File: src/rtl/cp_mem_pkg.sv
package cp_mem_pkg;

    localparam int XLEN    = 32;
    localparam int DISP_W  = 12;
    localparam int PINC_W  = 10;
    localparam int CDATA_W = 16;

    typedef enum logic [1:0] {
        CPM_STORE  = 2'd0,
        CPM_LOAD_S = 2'd1,
        CPM_LOAD_U = 2'd2,
        CPM_RSVD   = 2'd3
    } cpm_kind_e;

    typedef enum logic [1:0] {
        ST_IDLE  = 2'd0,
        ST_ISSUE = 2'd1,
        ST_RESP  = 2'd2
    } cpm_state_e;

    typedef struct packed {
        cpm_kind_e           kind;
        logic                half;
        logic                postinc;
        logic                err_ill;
        logic                err_mis;
        logic [XLEN-1:0]     addr;
        logic [XLEN-1:0]     next_base;
        logic [CDATA_W-1:0]  cdata;
    } cpm_op_t;

    function automatic logic is_load(cpm_kind_e k);
        return (k == CPM_LOAD_S) || (k == CPM_LOAD_U);
    endfunction

endpackage

File: src/rtl/cpm_addr_gen.sv
module cpm_addr_gen
    import cp_mem_pkg::*;
#(
    parameter int AW = XLEN,
    parameter int DW = DISP_W,
    parameter int PW = PINC_W
) (
    input  logic [AW-1:0] base,
    input  logic [DW-1:0] disp,
    input  logic          half,
    input  logic          postinc,
    output logic [AW-1:0] ea,
    output logic [AW-1:0] next_base,
    output logic          misalign
);
    logic [AW-1:0] disp_ext;
    logic [AW-1:0] pinc_ext;

    assign disp_ext = {{(AW-DW){disp[DW-1]}}, disp};
    assign pinc_ext = {{(AW-PW){disp[PW-1]}}, disp[PW-1:0]};

    always_comb begin
        if (postinc) begin
            ea = base;
            if (half) begin
                ea[0] = 1'b0;
            end
        end else begin
            ea = base + disp_ext;
        end
    end

    assign next_base = base + pinc_ext;
    assign misalign  = !postinc && half && ea[0];
endmodule

File: src/rtl/cpm_lane_ctrl.sv
module cpm_lane_ctrl
    import cp_mem_pkg::*;
#(
    parameter int AW = XLEN,
    parameter int CW = CDATA_W
) (
    input  logic [$clog2(AW/8)-1:0] lane,
    input  logic                    half,
    input  logic [CW-1:0]           cdata,
    output logic [AW/8-1:0]         be,
    output logic [AW-1:0]           wdata
);
    localparam int LANES = AW / 8;
    localparam int LW    = $clog2(LANES);

    for (genvar i = 0; i < LANES; i++) begin : g_lane
        localparam logic [LW-1:0] BIDX = LW'(i);
        localparam logic [LW-2:0] HIDX = (LW-1)'(i / 2);
        assign be[i] = half ? (lane[LW-1:1] == HIDX) : (lane == BIDX);
        assign wdata[8*i +: 8] = half ? cdata[8*(i%2) +: 8] : cdata[7:0];
    end
endmodule

File: src/rtl/cpm_load_ext.sv
module cpm_load_ext
    import cp_mem_pkg::*;
#(
    parameter int AW = XLEN
) (
    input  logic [$clog2(AW/8)-1:0] lane,
    input  logic                    half,
    input  logic                    sign_ext,
    input  logic [AW-1:0]           rdata,
    output logic [AW-1:0]           result
);
    localparam int LW = $clog2(AW/8);

    logic [7:0]  bsel;
    logic [15:0] hsel;

    assign bsel = rdata[{lane, 3'b000} +: 8];
    assign hsel = rdata[{lane[LW-1:1], 4'b0000} +: 16];

    always_comb begin
        if (half) begin
            result = {{(AW-16){sign_ext & hsel[15]}}, hsel};
        end else begin
            result = {{(AW-8){sign_ext & bsel[7]}}, bsel};
        end
    end
endmodule

File: src/rtl/cp_mem_unit.sv
module cp_mem_unit
    import cp_mem_pkg::*;
#(
    parameter int AW = XLEN,
    parameter int DW = DISP_W,
    parameter int PW = PINC_W,
    parameter int CW = CDATA_W
) (
    input  logic            clk,
    input  logic            rst,
    input  logic            cp_present,
    input  logic            req_valid,
    output logic            req_ready,
    input  logic [1:0]      req_kind,
    input  logic            req_half,
    input  logic            req_postinc,
    input  logic [AW-1:0]   req_base,
    input  logic [DW-1:0]   req_disp,
    input  logic [CW-1:0]   req_cdata,
    output logic            mem_req,
    output logic            mem_we,
    output logic [AW-1:0]   mem_addr,
    output logic [AW/8-1:0] mem_be,
    output logic [AW-1:0]   mem_wdata,
    input  logic            mem_gnt,
    input  logic [AW-1:0]   mem_rdata,
    output logic            rsp_valid,
    output logic [AW-1:0]   rsp_data,
    output logic            err_misalign,
    output logic            err_illegal,
    output logic            wb_valid,
    output logic [AW-1:0]   wb_base
);
    localparam int LW = $clog2(AW/8);

    cpm_state_e    state_q;
    cpm_op_t       op_q;
    cpm_kind_e     kind_in;
    logic [AW-1:0] ea;
    logic [AW-1:0] next_base;
    logic          misalign;
    logic          accept;
    logic          illegal_in;
    logic [AW-1:0] load_val;

    assign kind_in    = cpm_kind_e'(req_kind);
    assign accept     = req_valid && (state_q == ST_IDLE);
    assign illegal_in = !cp_present || (kind_in == CPM_RSVD);

    cpm_addr_gen #(.AW(AW), .DW(DW), .PW(PW)) i_addr (
        .base      (req_base),
        .disp      (req_disp),
        .half      (req_half),
        .postinc   (req_postinc),
        .ea        (ea),
        .next_base (next_base),
        .misalign  (misalign)
    );

    always_ff @(posedge clk) begin
        if (rst) begin
            state_q <= ST_IDLE;
            op_q    <= '0;
        end else begin
            case (state_q)
                ST_IDLE: begin
                    if (accept) begin
                        op_q.kind      <= kind_in;
                        op_q.half      <= req_half;
                        op_q.postinc   <= req_postinc;
                        op_q.err_ill   <= illegal_in;
                        op_q.err_mis   <= !illegal_in && misalign;
                        op_q.addr      <= ea;
                        op_q.next_base <= next_base;
                        op_q.cdata     <= req_cdata;
                        state_q <= (illegal_in || misalign) ? ST_RESP : ST_ISSUE;
                    end
                end
                ST_ISSUE: begin
                    if (mem_gnt) begin
                        state_q <= ST_RESP;
                    end
                end
                default: begin
                    state_q <= ST_IDLE;
                end
            endcase
        end
    end

    assign req_ready = (state_q == ST_IDLE);
    assign mem_req   = (state_q == ST_ISSUE);
    assign mem_we    = (op_q.kind == CPM_STORE);
    assign mem_addr  = op_q.addr;

    cpm_lane_ctrl #(.AW(AW), .CW(CW)) i_lanes (
        .lane  (op_q.addr[LW-1:0]),
        .half  (op_q.half),
        .cdata (op_q.cdata),
        .be    (mem_be),
        .wdata (mem_wdata)
    );

    cpm_load_ext #(.AW(AW)) i_ext (
        .lane     (op_q.addr[LW-1:0]),
        .half     (op_q.half),
        .sign_ext (op_q.kind == CPM_LOAD_S),
        .rdata    (mem_rdata),
        .result   (load_val)
    );

    assign rsp_valid    = (state_q == ST_RESP);
    assign err_illegal  = rsp_valid && op_q.err_ill;
    assign err_misalign = rsp_valid && op_q.err_mis;
    assign rsp_data     = (rsp_valid && is_load(op_q.kind) && !op_q.err_ill && !op_q.err_mis)
                          ? load_val : '0;
    assign wb_valid     = rsp_valid && op_q.postinc && !op_q.err_ill && !op_q.err_mis;
    assign wb_base      = op_q.next_base;
endmodule

File: config.mk
export PLATFORM = sky130hd
export DESIGN_NAME = cp_mem_unit
export DESIGN_NICKNAME = d
export VERILOG_FILES = /design/src/rtl/cp_mem_pkg.sv /design/src/rtl/cpm_addr_gen.sv /design/src/rtl/cpm_lane_ctrl.sv /design/src/rtl/cpm_load_ext.sv /design/src/rtl/cp_mem_unit.sv
export SDC_FILE = /design/constraint.sdc
export NUM_CORES = 1
export LEC_CHECK = 0
export BUFFER_PORTS_ARGS = -buffer_cell sky130_fd_sc_hd__clkbuf_2
export CORE_ASPECT_RATIO = 0.7
export CORE_MARGIN = 10
export CORE_UTILIZATION = 57
export CTS_CLUSTER_SIZE = 20
export DETAILED_ROUTE_END_ITERATION = 6
export PLACE_DENSITY = 0.9
export SYNTH_ARGS = -nofsm -noshare
export SYNTH_HDL_FRONTEND = slang
export SYNTH_SLANG_ARGS = --single-unit
export TNS_END_PERCENT = 10
File: constraint.sdc
create_clock -name clk -period 6.1 [get_ports clk]
set_input_delay 0.305 -clock clk [delete_from_list [all_inputs] [get_ports clk]]
set_output_delay 0.305 -clock clk [all_outputs]
set_load 0.1 [all_outputs]
==> After elaboration in Yosys (flattened, before gate mapping) <==
Index checks and enable logic that the tools add are counted.
{ "word_totals": {"reg_bits": 88, "inputBits": 101, "out_inout_bits": 139} }
{ "classes": {"n_eq_ne": 10, "shifts": 2, "add_sub_neg": 2, "n_reduce_logical": 25, "bitwise_logic": 3, "mux": 13} }
{ "op_table": {"columns": ["operator", "n"], "rows": [
  ["$mux W32", 3],
  ["$add A32 B32 Y32", 2],
  ["$shiftx A32 B6 Y16", 1],
  ["$shiftx A32 B6 Y8", 1],
  ["$logic_and A1 B1 Y1", 12],
  ["$eq A2 B2 Y1 const B", 5],
  ["$mux W8", 1],
  ["$eq A2 B1 Y1 const B", 3],
  ["$logic_not A2 Y1", 3],
  ["$mux W2", 3],
  ["$logic_not A1 Y1", 5],
  ["$mux W1", 5],
  ["$ne A2 B1 Y1 const B", 2],
  ["$pmux W2 S2", 1],
  ["$reduce_and A2 Y1", 2],
  ["$logic_or A1 B1 Y1", 3],
  ["$and A1 B1 Y1", 2],
  ["$not A1 Y1", 1]
]} }

==> Logic depth before layout (Yosys ltp) <==
Gate-level depths: netlist of run 1.
{ "logic_depth": {"word_depth": 7, "ltp_mapped": 11, "mapped_depth_nobuf": 11} }

==> Cells and area by module <==
Synthesis of run 1 repeated with hierarchy kept, for this count alone.
{ "hier_totals": {"hier_cells": 1064, "area_unflattened_um2": 7963.9} }
{ "modules_own_cells": {"columns": ["mod", "n_inst", "seq_area_each_um2", "area_each_um2", "cells_each"], "rows": [
  ["cp_mem_unit", 1, 1761.7, 3847.4, 496],
  ["cpm_addr_gen", 1, 0.0, 3200.6, 477],
  ["cpm_load_ext", 1, 0.0, 574.3, 52],
  ["cpm_lane_ctrl", 1, 0.0, 341.6, 39]
]} }

==> Worst setup path before layout of run 1 <==
No wires, ideal clock.
{ "synth_timing": {"path_kind": "reg-to-output", "start": "register state_q[1]", "end": "output port rsp_data[17]", "slack_ns": -3.996, "stages_incl_launch_ff": 5, "t_required_ns": 5.795, "n_path_buf": 1, "arrival_ns": 9.791, "cell_sequence": "dfxtp_1 > nor2b_1 > nand3_1 > a2111oi_0 > buf_4"} }
{ "synth_via": {"elab_chain_cells": 5} }
{ "synth_lines": {"columns": ["element", "line", "source"], "rows": [
  ["start, declared", "cp_mem_unit.sv:36", "cpm_state_e state_q;"],
  ["start signal, assigned", "cp_mem_unit.sv:76", "state_q <= (illegal_in || misalign) ? ST_RESP : ST_ISSUE;"],
  ["$eq A2 B2 Y1", "cp_mem_unit.sv:112", "assign rsp_valid = (state_q == ST_RESP);"],
  ["via rsp_valid", "cp_mem_unit.sv:27", "output logic rsp_valid,"],
  ["$logic_and A1 B1 Y1 (3 in a row)", "cp_mem_unit.sv:115", "assign rsp_data = (rsp_valid && is_load(op_q.kind) && !op_q.err_ill && !op_q.err_mis)"],
  ["$mux W32", "cp_mem_unit.sv:116", "? load_val : '0;"],
  ["end, declared", "cp_mem_unit.sv:28", "output logic [AW-1:0] rsp_data,"]
]} }
The timed path passes the listed nets, and every way through them passes these cells.

==> Worst setup path in the final report of run 1 <==
{ "layout_timing": {"start": "register op_q, in the netlist mem_addr[1]", "end": "output port rsp_data[23]"} }
{ "layout_via": {"elab_chain_cells": 4, "word_cells_on_any_way": 6, "cone_classes": "2 x shift; 2 x mux; 2 x bitwise"} }
{ "layout_lines": {"columns": ["element", "line", "source"], "rows": [
  ["start, declared", "cp_mem_unit.sv:37", "cpm_op_t op_q;"],
  ["$shiftx A32 B6 Y8 / $shiftx A32 B6 Y16 (equally long branches)", "cpm_load_ext.sv:17, cpm_load_ext.sv:18", null],
  ["$and A1 B1 Y1 (on tied branches)", "cpm_load_ext.sv:24, cpm_load_ext.sv:22", null],
  ["$mux W32 (*)", "cpm_load_ext.sv:21", "if (half) begin"],
  ["$mux W32 (*)", "cp_mem_unit.sv:116", null]
]} }
Mark *: on every way between the ends. The rest lies on a longest branch, timed or not.

==> results of run 1 <==
-- worst max-delay path, stage by stage (launching register included) --
cell	delay (ns)
sky130_fd_sc_hd__dfxtp_1	0.94
sky130_fd_sc_hd__mux2_2	0.34
sky130_fd_sc_hd__nor2_1	0.06
sky130_fd_sc_hd__a2111oi_2	1.13
sky130_fd_sc_hd__clkbuf_2	0.64
-- layout make-up --
class | count | area (sq um) | area share [%]
multi-input combinational | 726 | 4670 | 56.6
sequential | 88 | 1760 | 21.4
timing repair buffer | 242 | 1220 | 14.8
clock buffer | 9 | 225 | 2.73
tap | 162 | 203 | 2.46
inverter | 23 | 86.3 | 1.05
clock inverter | 5 | 83.8 | 1.02
-- sequential cells by signal (all words and copies together), names as in the netlist --
register  count
state_q       2
mem_addr     32
op_q         22
wb_base      32
-- cells by family after synthesis --
family	count (synthesis)	share of synthesized area, %
AO/OA/AOI/OAI	294	24.0
AND/OR/NAND/NOR	304	18.5
buffers and inverters	179	14.2
XOR/XNOR	42	4.91
flip-flops	88	23.5
multiplexers	31	5.58
adder cells (fa/ha/maj)	55	9.29
-- worst max path at each step --
stage	start	endpoint	slack (ns)
6_report	mem_addr[1]$_SDFFE_PP0P_	rsp_data[23]	2.34
5_1_grt	mem_addr[1]$_SDFFE_PP0P_	rsp_data[29]	2.09
4_1_cts	mem_addr[1]$_SDFFE_PP0P_	rsp_data[29]	2.29
3_5_place_dp	mem_addr[1]$_SDFFE_PP0P_	rsp_data[29]	2.67
3_3_place_gp	mem_addr[1]$_SDFFE_PP0P_	rsp_data[18]	2.86
2_1_floorplan	state_q[1]$_SDFFE_PP0P_	rsp_data[17]	0.17
-- cell usage in the layout, fill, tap and decap left out, types with 3 or more instances in the layout --
cell,instances
sky130_fd_sc_hd__a311oi_1,5
sky130_fd_sc_hd__a211oi_1,11
sky130_fd_sc_hd__a21o_1,27
sky130_fd_sc_hd__clkbuf_16,9
sky130_fd_sc_hd__and3_1,5
sky130_fd_sc_hd__o211ai_2,3
sky130_fd_sc_hd__o21bai_1,5
sky130_fd_sc_hd__nor3_1,14
sky130_fd_sc_hd__mux2i_1,8
sky130_fd_sc_hd__o211ai_1,7
sky130_fd_sc_hd__a21oi_1,121
sky130_fd_sc_hd__o21a_1,4
sky130_fd_sc_hd__ha_1,54
sky130_fd_sc_hd__a31oi_1,15
sky130_fd_sc_hd__nand3b_1,5
sky130_fd_sc_hd__mux2_2,16
sky130_fd_sc_hd__dfxtp_1,88
sky130_fd_sc_hd__xor2_1,14
sky130_fd_sc_hd__or3_1,6
sky130_fd_sc_hd__buf_4,3
sky130_fd_sc_hd__mux4_2,7
sky130_fd_sc_hd__and2_1,4
sky130_fd_sc_hd__o21ai_0,53
sky130_fd_sc_hd__nor2b_1,15
sky130_fd_sc_hd__nand3_1,14
sky130_fd_sc_hd__nand2_1,155
sky130_fd_sc_hd__nor2_1,57
sky130_fd_sc_hd__clkbuf_2,239
sky130_fd_sc_hd__nand4_1,6
sky130_fd_sc_hd__inv_1,22
sky130_fd_sc_hd__nand2b_1,5
sky130_fd_sc_hd__o21ai_1,12
sky130_fd_sc_hd__nor3b_1,4
sky130_fd_sc_hd__xnor2_1,28
-- through the flow --
| stage | std cells | area (sq um) | setup WS, ns | utilization, % | total power, mW |
|---|---|---|---|---|---|
| CTS | 1255 | 8250 | 2.29 | 65.3 | 2.38 |
| finish | 1255 | 8250 | 2.34 | 65.3 | 2.38 |
| global placement | 1241 | 7940 | 2.86 | 62.9 | 1.78 |
| detailed placement | 1241 | 7940 | 2.67 | 62.9 | 1.79 |
| global route | 1255 | 8250 | 2.09 | 65.3 | 2.49 |
| floorplan | 993 | 7490 | 0.175 | - | 1.65 |
-- power by group through the flow --
stage                     Combinational, mW  Clock [mW]  Sequential, mW
after global routing                   1.19       0.619           0.676
final                                  1.12       0.590           0.668
after detailed placement               1.11           0           0.681
after floorplan                       0.989           0           0.665
after global placement                 1.10           0           0.678
after CTS                              1.12       0.600           0.668
-- metal layers --
layer | track usage [%] | vias up
li1 | - | 3605
met1 | 30.0 | 3386
met2 | 40.4 | 377
met3 | 5.89 | 45
met4 | 8.21 | 0
met5 | 0 | -
==> reports/qor.json, run 1 <==
{
  "status": "complete, no violations",
  "dpl.hpwl_microns": 18400,
  "internal_power_mw": 1.26,
  "r2r_start": "state_q[0]$_SDFFE_PP0P_",
  "comb_power_share_pct": 47.1,
  "grt_pass1_wl_microns": 36100,
  "fin_setup_tns_ns": 0,
  "vdd_ir_drop_max_mv": 0.146,
  "die_area_sq_um": 18200,
  "final_min_period_over_clock_period_pct": 61.7,
  "initial_utilization_pct": 59.2,
  "max_cap_violations": 0,
  "power_leakage_nw": 3.88,
  "post_drt_via_cell_ratio": 5.91,
  "postSynthNetCount": 1149,
  "boundaryPins": 240,
  "synthCells": 993,
  "met3_wirelength_microns": 2410,
  "route.detailed.drc": 0,
  "post_cts_hold_buffer_count": 0,
  "critPathArrivalTime_ns": 3.46,
  "fp.dieW_microns": 157,
  "synthesis.area_per_instance_sq_um": 7.54,
  "crit-reg2reg-capture": "mem_addr[29]$_SDFFE_PP0P_",
  "worst_setup_path_start_kind": "register",
  "clock_latency_ns": 0.34,
  "seq_power_share_pct": 28.1,
  "clock_tree.buffer_depth": 2,
  "power.switching_mw": 1.12,
  "synth_enable_flop_cells": 0,
  "power_density_nw_per_um2": 288,
  "hold_start": "req_cdata[11]",
  "globalplace.congestion": 0.981,
  "number_of_antenna_violations_at_the_first_check_in_global_routing": 0,
  "min_path_type": "in2reg",
  "wl_met1_microns": 9450,
  "cts_tree": "done",
  "yosys_most_used_dff": "sky130_fd_sc_hd__dfxtp_1",
  "worst-r2r-cell-count": 6,
  "hold_violations": 0,
  "cts_setup_buffers": 0,
  "buffer_ports.inserted": 239,
  "slew-limit-headroom_pct": 13.2,
  "finClkSkew_ns": 0.00513,
  "detail_route.wl_per_cell_microns": 18.6,
  "netSwitchingFraction_pct": 47.2,
  "worst_setup_path_end_kind": "output port",
  "maxUsedRoutingLayer": "met4",
  "setup_repair_after_global_routing_missed_its_margin": "false",
  "cts_resized": 0,
  "gr-usage-all-layers_pct": 24.2,
  "nFillCells": 1095,
  "die_h_microns": 116,
  "min_path_cells": 3,
  "synth_top_area_share_pct": 23.5,
  "timing.critical_path.required_ns": 5.79,
  "r2r_slack_ns": 3.56,
  "crit_path_max_fanout": 22,
  "gr-total-overflow": 0,
  "clkSinkCount": 88,
  "floorplan.rows": 34,
  "final_net_count": 1246,
  "synth-seq-cells": 88,
  "initialDrtViolationCount": 602,
  "layout_min_cycle_time_ns": 3.76,
  "ys_types": 69,
  "yosys.cell_count.top_type": "sky130_fd_sc_hd__nand2_1",
  "cts.htree.levels": 3,
  "numCtsBuffers": 9,
  "timing.fmax_mhz": 266,
  "met2_length_microns": 10800,
  "layout-drive-gt1-share_pct": 27.1,
  "tightest_slew_ns": 1.30,
  "worst-setup-path-type": "reg2out",
  "synth_commonest_cells": "sky130_fd_sc_hd__nand2_1 (156), sky130_fd_sc_hd__a21oi_1 (121), sky130_fd_sc_hd__buf_4 (103)",
  "synth_area_leader_cell": "sky130_fd_sc_hd__dfxtp_1",
  "first_global_vias": 6860,
  "dr_total_vias": 7413,
  "area.growth.synth_to_final_pct": 10.2,
  "ys_seq_area_share_pct": 23.5,
  "power_frac_clock_pct": 24.8,
  "grt_max_degree": 102,
  "syn-cell-area_sq_um": 7490,
  "insertedDiodeCount": 0,
  "routed_wl_microns": 23300,
  "cts.reportedPaths.clkPinSlew_ns": 0.06,
  "drt.antenna.violating_nets": 0,
  "asyncSetResetFlopFracSynth_pct": 0,
  "placeableCoreArea_sq_um": 12600,
  "synth_area_leaders": "sky130_fd_sc_hd__dfxtp_1 (24%), sky130_fd_sc_hd__buf_4 (10%), sky130_fd_sc_hd__ha_1 (9.0%), sky130_fd_sc_hd__a21oi_1 (8.1%), sky130_fd_sc_hd__nand2_1 (7.8%)",
  "report.final.setup_viol": 0,
  "root_buffer": "sky130_fd_sc_hd__clkbuf_16",
  "timing.final.max_slew_violations": 0,
  "hold_ws_ns": 0.179,
  "holdPathEnd": "op_q[11]$_SDFFE_PP0P_",
  "synthesis.yosys.warnings": 0,
  "detailedRoute.firstPassIterationCount": 5
}
(Power assumes the default switching activity.)
==> run 2, diff against run 1 <==
CORE_UTILIZATION = 47   (was 57)
PLACE_DENSITY = 0.8   (was 0.9)
clock period = 3.02 ns   (was 6.1 ns; I/O delays follow)
==> run 2 against run 1 <==
Flip-flop and latch count stayed put. Worst hold slack worse by 0.16 ns. Critical endpoint is now mem_addr[31]$_SDFFE_PP0P_. Global-route usage is 3.0 points lower. Sequential share of layout area is 1.1 points lower. Via count is 0.24% higher. Sequential power is 100% higher. Core utilization is 9.4 points lower. Total power is 100% higher. Non-clock buffer count is 13 higher. Worst setup slack worse by 1.8 ns. Largest power group unchanged. Final area is 5.4% higher. Die area is 18% higher.
==> reports/qor.json, run 2 (synthesized netlist as in run 1, its figures left out) <==
{
  "status": "complete, no violations",
  "layout.cells.most_common": "sky130_fd_sc_hd__clkbuf_2",
  "report.final.setup_viol": {"value": 0, "change": "unchanged"},
  "power.switching": {"value": 2.33, "unit": "mW", "change": "+110%"},
  "min_path_type": "in2reg",
  "globalplace.congestion": {"value": 0.934, "change": "-4.8%"},
  "grt_busiest_layer": "met2",
  "cts_tree": "done",
  "clock_latency": {"value": 0.34, "unit": "ns", "change": "about the same"},
  "worst-setup-path-type": "in2reg",
  "area.growth.synth_to_final_pct": 16.1,
  "grt_pass1_wl": {"value": 37500, "unit": "microns", "change": "+3.7%"},
  "root_buffer": "sky130_fd_sc_hd__clkbuf_16",
  "min_path_cells": {"value": 3, "change": "unchanged"},
  "buffer_ports.inserted": {"value": 239, "change": "unchanged"},
  "drt.antenna.violating_nets": {"value": 0, "change": "unchanged"},
  "hold_violations": {"value": 0, "change": "unchanged"},
  "fp.dieW": {"value": 171, "unit": "microns", "change": "+8.8%"},
  "vdd_ir_drop_max": {"value": 0.314, "unit": "mV", "change": "+110%"},
  "worst_setup_path_start_kind": "input pin",
  "post_cts_hold_buffer_count": {"value": 0, "change": "unchanged"},
  "comb_power_share": {"value": 48.1, "unit": "%", "change": "+1.0 points"},
  "gr-usage-all-layers": {"value": 21.2, "unit": "%", "change": "-3.0 points"},
  "post-route-worst-setup-slack": {"value": 0.491, "unit": "ns", "change": "-1.85 ns"},
  "post_drt_via_cell_ratio": {"value": 5.68, "change": "-3.8%"},
  "gr-total-overflow": {"value": 0, "change": "unchanged"},
  "boundaryPins": {"value": 240, "change": "unchanged"},
  "grtUsageMet3": {"value": 6.48, "unit": "%", "change": "+0.59 points"},
  "layout_min_cycle_time_ns": 2.53,
  "netSwitchingFraction": {"value": 48.3, "unit": "%", "change": "+1.1 points"},
  "timing.final.max_slew_violations": {"value": 0, "change": "unchanged"},
  "fin_setup_tns": {"value": 0, "unit": "ns", "change": "unchanged"},
  "groute.layer.met2.usage": {"value": 33.4, "unit": "%", "change": "-7.0 points"},
  "route.detailed.drc": {"value": 0, "change": "unchanged"},
  "cts.htree.levels": {"value": 3, "change": "unchanged"},
  "postLayoutCoreUtil": {"value": 55.9, "unit": "%", "change": "-9.4 points"},
  "timing.critical_path.required": {"value": 3.29, "unit": "ns", "change": "-2.50 ns"},
  "final_min_period_over_clock_period_pct": 83.7,
  "numCtsBuffers": {"value": 9, "change": "unchanged"},
  "timing.fmax_mhz": 395,
  "power_frac_clock": {"value": 24.1, "unit": "%", "change": "-0.7 points"},
  "initialDrtViolationCount": {"value": 622, "change": "+3.3%"},
  "nFillCells": {"value": 1467, "change": "+34%"},
  "critPathArrivalTime": {"value": 2.80, "unit": "ns", "change": "-0.66 ns"},
  "floorplan.rows": {"value": 38, "change": "+12%"},
  "power_density": {"value": 555, "unit": "nW/um^2", "change": "+92%"},
  "max_cap_violations": {"value": 0, "change": "unchanged"},
  "routed_wl": {"value": 24000, "unit": "microns", "change": "+3.2%"},
  "r2r_slack": {"value": 1.15, "unit": "ns", "change": "-2.41 ns"},
  "final_net_count": {"value": 1259, "change": "+1.0%"},
  "cts_resized": {"value": 0, "change": "unchanged"},
  "first_global_vias": {"value": 7083, "change": "+3.3%"},
  "clkSinkCount": {"value": 88, "change": "unchanged"},
  "worst_setup_path_end_kind": "register",
  "post_place_setup_slack": {"value": 0.152, "unit": "ns", "change": "-2.52 ns"},
  "cts.reportedPaths.clkPinSlew": {"value": 0.07, "unit": "ns", "change": "about the same"},
  "slew-limit-headroom": {"value": 45.1, "unit": "%", "change": "+32 points"},
  "dpl.hpwl": {"value": 19200, "unit": "microns", "change": "+4.5%"},
  "die_area": {"value": 21500, "unit": "sq um", "change": "+18%"},
  "seq_power_share": {"value": 27.8, "unit": "%", "change": "-0.3 points"},
  "layout-drive-gt1-share": {"value": 28.4, "unit": "%", "change": "+1.3 points"},
  "totalPowerFinal": {"value": 4.82, "unit": "mW", "change": "+100%"},
  "grt_max_degree": {"value": 76, "change": "-25%"},
  "worst-r2r-cell-count": {"value": 5, "change": "-1"},
  "insertedDiodeCount": {"value": 0, "change": "unchanged"},
  "detail_route.wl_per_cell": {"value": 18.4, "unit": "microns", "change": "-0.96%"},
  "number_of_antenna_violations_at_the_first_check_in_global_routing": {"value": 0, "change": "unchanged"},
  "internal_power": {"value": 2.49, "unit": "mW", "change": "+99%"},
  "grt_use_met1": {"value": 28.1, "unit": "%", "change": "-2.0 points"},
  "setup_repair_after_global_routing_missed_its_margin": "false",
  "dr_total_vias": {"value": 7431, "change": "+0.24%"},
  "cts_setup_buffers": {"value": 0, "change": "unchanged"},
  "finClkSkew": {"value": 0.00484, "unit": "ns", "change": "-0.000282 ns"},
  "detailedRoute.firstPassIterationCount": {"value": 6, "change": "+1"},
  "final_cell_mix": "sky130_fd_sc_hd__clkbuf_2 (218), sky130_fd_sc_hd__nand2_1 (155), sky130_fd_sc_hd__a21oi_1 (121), sky130_fd_sc_hd__dfxtp_1 (87), sky130_fd_sc_hd__nor2_1 (57)",
  "power_leakage": {"value": 4.02, "unit": "nW", "change": "+3.6%"},
  "tightest_slew": {"value": 0.823, "unit": "ns", "change": "-0.477 ns"},
  "die_h": {"value": 126, "unit": "microns", "change": "+8.4%"},
  "crit_path_max_fanout": {"value": 15, "change": "-32%"},
  "initial_utilization": {"value": 48.1, "unit": "%", "change": "-11 points"},
  "clock_tree.buffer_depth": {"value": 2, "change": "unchanged"},
  "placeableCoreArea": {"value": 15500, "unit": "sq um", "change": "+23%"}
}
## run 2: changes by cell type in the layout (fill, tap and decap cells not counted), sizes merged
cell	change
bufinv	-1
clkinvlp	-2
inv	+2
clkbuf	-21
clkinv	+3
buf	+34
## run 2: path summary, 6_finish.rpt
check	startpoint	to
hold / removal	req_cdata[1]	op_q[1]$_SDFFE_PP0P_
setup / recovery	req_disp[11]	mem_addr[31]$_SDFFE_PP0P_
setup reg to reg	state_q[0]$_SDFFE_PP0P_	mem_addr[24]$_SDFFE_PP0P_
hold reg to reg	wb_base[10]$_SDFFE_PP0P_	wb_base[10]$_SDFFE_PP0P_
## run 2: final cells by class
class / instances / area (sq um) / area share (%)
timing repair buffer: 255 / 1580 / 18.2
sequential: 88 / 1760 / 20.3
clock inverter: 7 / 78.8 / 0.907
clock buffer: 9 / 225 / 2.59
inverter: 23 / 86.3 / 0.993
multi-input combinational: 726 / 4710 / 54.2
tap: 200 / 250 / 2.88
## run 2: power groups by stage
| stage | sequential, mW | combinational [mW] | clock, mW |
|---|---|---|---|
| CTS | 1.34 | 2.31 | 1.18 |
| global route | 1.35 | 2.46 | 1.23 |
| detailed placement | 1.37 | 2.30 | 0 |
| floorplan | 1.34 | 2.00 | 0 |
| finish | 1.34 | 2.32 | 1.16 |
| global placement | 1.36 | 2.28 | 0 |
## run 2: per-layer routing
metal	vias to the layer above	routed length, microns
met5	-	0
met4	0	274
met3	29	2410
met2	334	10500
met1	3445	10800
li1	3623	-
## run 2: through the flow
step | hold WS (ns) | instances | cell area, sq um
global placement | 0.376 | 1292 | 8390
finish | 0.0188 | 1308 | 8690
detailed placement | 0.381 | 1292 | 8390
CTS | 0.0105 | 1308 | 8690
global route | 0.0175 | 1308 | 8690
floorplan | 0.287 | 993 | 7530
## run 2: worst max-delay path: stages
cell                        delay [ns]
sky130_fd_sc_hd__clkbuf_2         0.19
sky130_fd_sc_hd__buf_4            0.26
sky130_fd_sc_hd__ha_1             0.32
sky130_fd_sc_hd__a21o_1           0.18
sky130_fd_sc_hd__a21oi_1          0.22
sky130_fd_sc_hd__nor2b_1          0.09
sky130_fd_sc_hd__o211ai_1         0.33
sky130_fd_sc_hd__a2111oi_1        0.17
sky130_fd_sc_hd__or4b_1           0.56
sky130_fd_sc_hd__a21o_1           0.18
sky130_fd_sc_hd__a31oi_1          0.15
==> run 3, diff against run 2 <==
clock period = 2.3 ns   (was 3.02 ns; I/O delays follow)
==> run 3 against run 2 <==
Worst setup slack got worse by 0.46 ns. First-iteration DRC count rose by 4.8%. Sequential power is 31% higher. Clock skew up 0.0029 ns. Routed wire length rose by 11%. Sequential share of layout area is 3.1 points lower. Critical path type is now reg2out. Largest cell class unchanged.
==> reports/qor.json, run 3 (synthesized netlist as in run 1, its figures left out) <==
{
  "status": "complete, no violations",
  "timing.fmax_mhz": 442,
  "drt.antenna.violating_nets": {"value": 0, "change": "unchanged"},
  "slew-limit-headroom": {"value": 57.0, "unit": "%", "change": "+12 points"},
  "placed_area": {"value": 9580, "unit": "sq um", "change": "+14%"},
  "hold_ws": {"value": 0.0681, "unit": "ns", "change": "+0.0493 ns"},
  "tightest_slew": {"value": 0.644, "unit": "ns", "change": "-0.179 ns"},
  "nFillCells": {"value": 1265, "change": "-14%"},
  "die_h": {"value": 126, "unit": "microns", "change": "unchanged"},
  "area.growth.synth_to_final_pct": 37.1,
  "dr_total_vias": {"value": 8081, "change": "+8.7%"},
  "grt_pass1_wl": {"value": 41300, "unit": "microns", "change": "+10%"},
  "route.detailed.drc": {"value": 0, "change": "unchanged"},
  "die_area": {"value": 21500, "unit": "sq um", "change": "unchanged"},
  "buffer_ports.inserted": {"value": 239, "change": "unchanged"},
  "placeableCoreArea": {"value": 15500, "unit": "sq um", "change": "unchanged"},
  "timing.critical_path.required": {"value": 2.18, "unit": "ns", "change": "-1.11 ns"},
  "post_layout_nonfiller_instances": {"value": 1456, "change": "+11%"},
  "cts.reportedPaths.clkPinSlew": {"value": 0.07, "unit": "ns", "change": "about the same"},
  "cts.htree.levels": {"value": 3, "change": "unchanged"},
  "worst-setup-path-type": "reg2out",
  "final_min_period_over_clock_period_pct": 98.4,
  "layout.cells.most_common": "sky130_fd_sc_hd__clkbuf_2",
  "layout_min_cycle_time_ns": 2.26,
  "clock_latency": {"value": 0.36, "unit": "ns", "change": "+0.02 ns"},
  "seq_area": {"value": 1760, "unit": "sq um", "change": "unchanged"},
  "root_buffer": "sky130_fd_sc_hd__clkbuf_16",
  "floorplan.rows": {"value": 38, "change": "unchanged"},
  "routed_wl": {"value": 26700, "unit": "microns", "change": "+11%"},
  "globalplace.congestion": {"value": 0.929, "change": "-0.58%"},
  "final_design_area_no_fill": {"value": 10300, "unit": "sq um", "change": "+18%"},
  "post_drt_via_cell_ratio": {"value": 5.55, "change": "-2.3%"},
  "clock_tree.buffer_depth": {"value": 2, "change": "unchanged"},
  "number_of_antenna_violations_at_the_first_check_in_global_routing": {"value": 1, "change": "+1"},
  "grt_max_degree": {"value": 72, "change": "-5.3%"},
  "cts_tree": "done",
  "power_leakage": {"value": 4.79, "unit": "nW", "change": "+19%"},
  "vdd_ir_drop_max": {"value": 0.384, "unit": "mV", "change": "+22%"},
  "crit_path_max_fanout": {"value": 8, "change": "-7"},
  "power_density": {"value": 650, "unit": "nW/um^2", "change": "+17%"},
  "footprint_of_the_multi_input_gates": {"value": 4890, "unit": "sq um", "change": "+3.9%"},
  "min_path_type": "in2reg",
  "timing.final.max_slew_violations": {"value": 0, "change": "unchanged"},
  "layout-drive-gt1-share": {"value": 37.0, "unit": "%", "change": "+8.5 points"},
  "gr-usage-all-layers": {"value": 23.4, "unit": "%", "change": "+2.2 points"},
  "first_global_vias": {"value": 7685, "change": "+8.5%"},
  "boundaryPins": {"value": 240, "change": "unchanged"},
  "finClkSkew": {"value": 0.00778, "unit": "ns", "change": "+0.00294 ns"},
  "hold_violations": {"value": 0, "change": "unchanged"},
  "final_net_count": {"value": 1406, "change": "+12%"},
  "setup_repair_after_global_routing_missed_its_margin": "true",
  "fp.dieW": {"value": 171, "unit": "microns", "change": "unchanged"},
  "worst_setup_path_end_kind": "output port",
  "initialDrtViolationCount": {"value": 652, "change": "+4.8%"},
  "critPathArrivalTime": {"value": 2.15, "unit": "ns", "change": "-0.65 ns"},
  "gr-total-overflow": {"value": 0, "change": "unchanged"},
  "max_cap_violations": {"value": 0, "change": "unchanged"},
  "worst_setup_path_start_kind": "register",
  "clkSinkCount": {"value": 88, "change": "unchanged"},
  "postLayoutCoreUtil": {"value": 66.0, "unit": "%", "change": "+10 points"},
  "dpl.hpwl": {"value": 20800, "unit": "microns", "change": "+8.6%"},
  "detail_route.wl_per_cell": {"value": 18.3, "unit": "microns", "change": "-0.36%"},
  "detailedRoute.firstPassIterationCount": {"value": 5, "change": "-1"},
  "initial_utilization": {"value": 48.1, "unit": "%", "change": "unchanged"},
  "numCtsBuffers": {"value": 9, "change": "unchanged"},
  "report.final.setup_viol": {"value": 0, "change": "unchanged"},
  "final_cell_mix": "sky130_fd_sc_hd__clkbuf_2 (204), sky130_fd_sc_hd__nand2_1 (154), sky130_fd_sc_hd__buf_4 (145), sky130_fd_sc_hd__a21oi_1 (119), sky130_fd_sc_hd__dfxtp_1 (87)",
  "dpl.cell_count": {"value": 1418, "change": "+9.8%"}
}
==> run 3: timing repair <==
action / in CTS / in global routing
cloned: 0 / 0
hold buffers: 19 / 0
pin swaps: 0 / 13
buffers inserted: 0 / 2
setup endpoints to repair: 3 / 43
gates resized for setup: 1 / 31
hold endpoints to repair: 19 / 0
==> run 3: final timing paths <==
check	startpoint	to	slack [ns]	cells after the start
worst max register to register	state_q[0]$_SDFFE_PP0P_	mem_addr[10]$_SDFFE_PP0P_	0.53	5
worst max-delay path	mem_addr[1]$_SDFFE_PP0P_	rsp_data[13]	0.04	6
worst min-delay path	req_base[30]	mem_addr[30]$_SDFFE_PP0P_	0.07	3
worst min register to register	mem_addr[2]$_SDFFE_PP0P_	mem_addr[2]$_SDFFE_PP0P_	0.45	2
==> run 3: area by class of cell <==
| type | count | area share, % |
|---|---|---|
| Tap cell | 200 | 2.44 |
| Sequential cell | 88 | 17.2 |
| Antenna cell | 1 | 0.0244 |
| Timing Repair Buffer | 402 | 29.0 |
| Multi-Input combinational cell | 726 | 47.7 |
| Inverter | 23 | 0.841 |
| Clock buffer | 9 | 2.19 |
| Clock inverter | 7 | 0.622 |
==> run 3: metal layers <==
layer  wire (microns)  vias to the layer above  share of wire (%)  GRT usage (%)
met1            11500                     3764                 43           30.4
met2            12300                      361                 46           37.6
met3             2520                       28                9.4           6.44
li1                 -                     3928                  -              -
met4              384                        0                1.4           5.61
met5                0                        -                  0              0
==> run 3: power by group <==
group          switching [mW]  internal [mW]  leakage [nW]  total (mW)
clock network           0.711          0.758         0.136        1.47
registers              0.0924           1.67         0.726        1.76
logic                    2.42           1.02          3.93        3.44
total                    3.22           3.45          4.79        6.67
==> run 3: metrics by stage <==
stage	setup WS, ns	total power, mW	TNS [ns]
CTS	0.00482	6.60	0
global placement	-0.362	5.04	-5.27
finish	0.0363	6.67	0
detailed placement	-0.425	5.09	-6.85
floorplan	-0.896	4.40	-64.93
global route	-0.0453	6.96	-0.817
==> run 3: worst max-delay path: stages, from the launching register on <==
cell                      delay [ns]
sky130_fd_sc_hd__dfxtp_1        0.41
sky130_fd_sc_hd__mux2i_1        0.20
sky130_fd_sc_hd__nor2_1         0.13
sky130_fd_sc_hd__a21oi_1        0.04
sky130_fd_sc_hd__or3_1          0.45
sky130_fd_sc_hd__a21oi_1        0.33
sky130_fd_sc_hd__buf_12         0.22
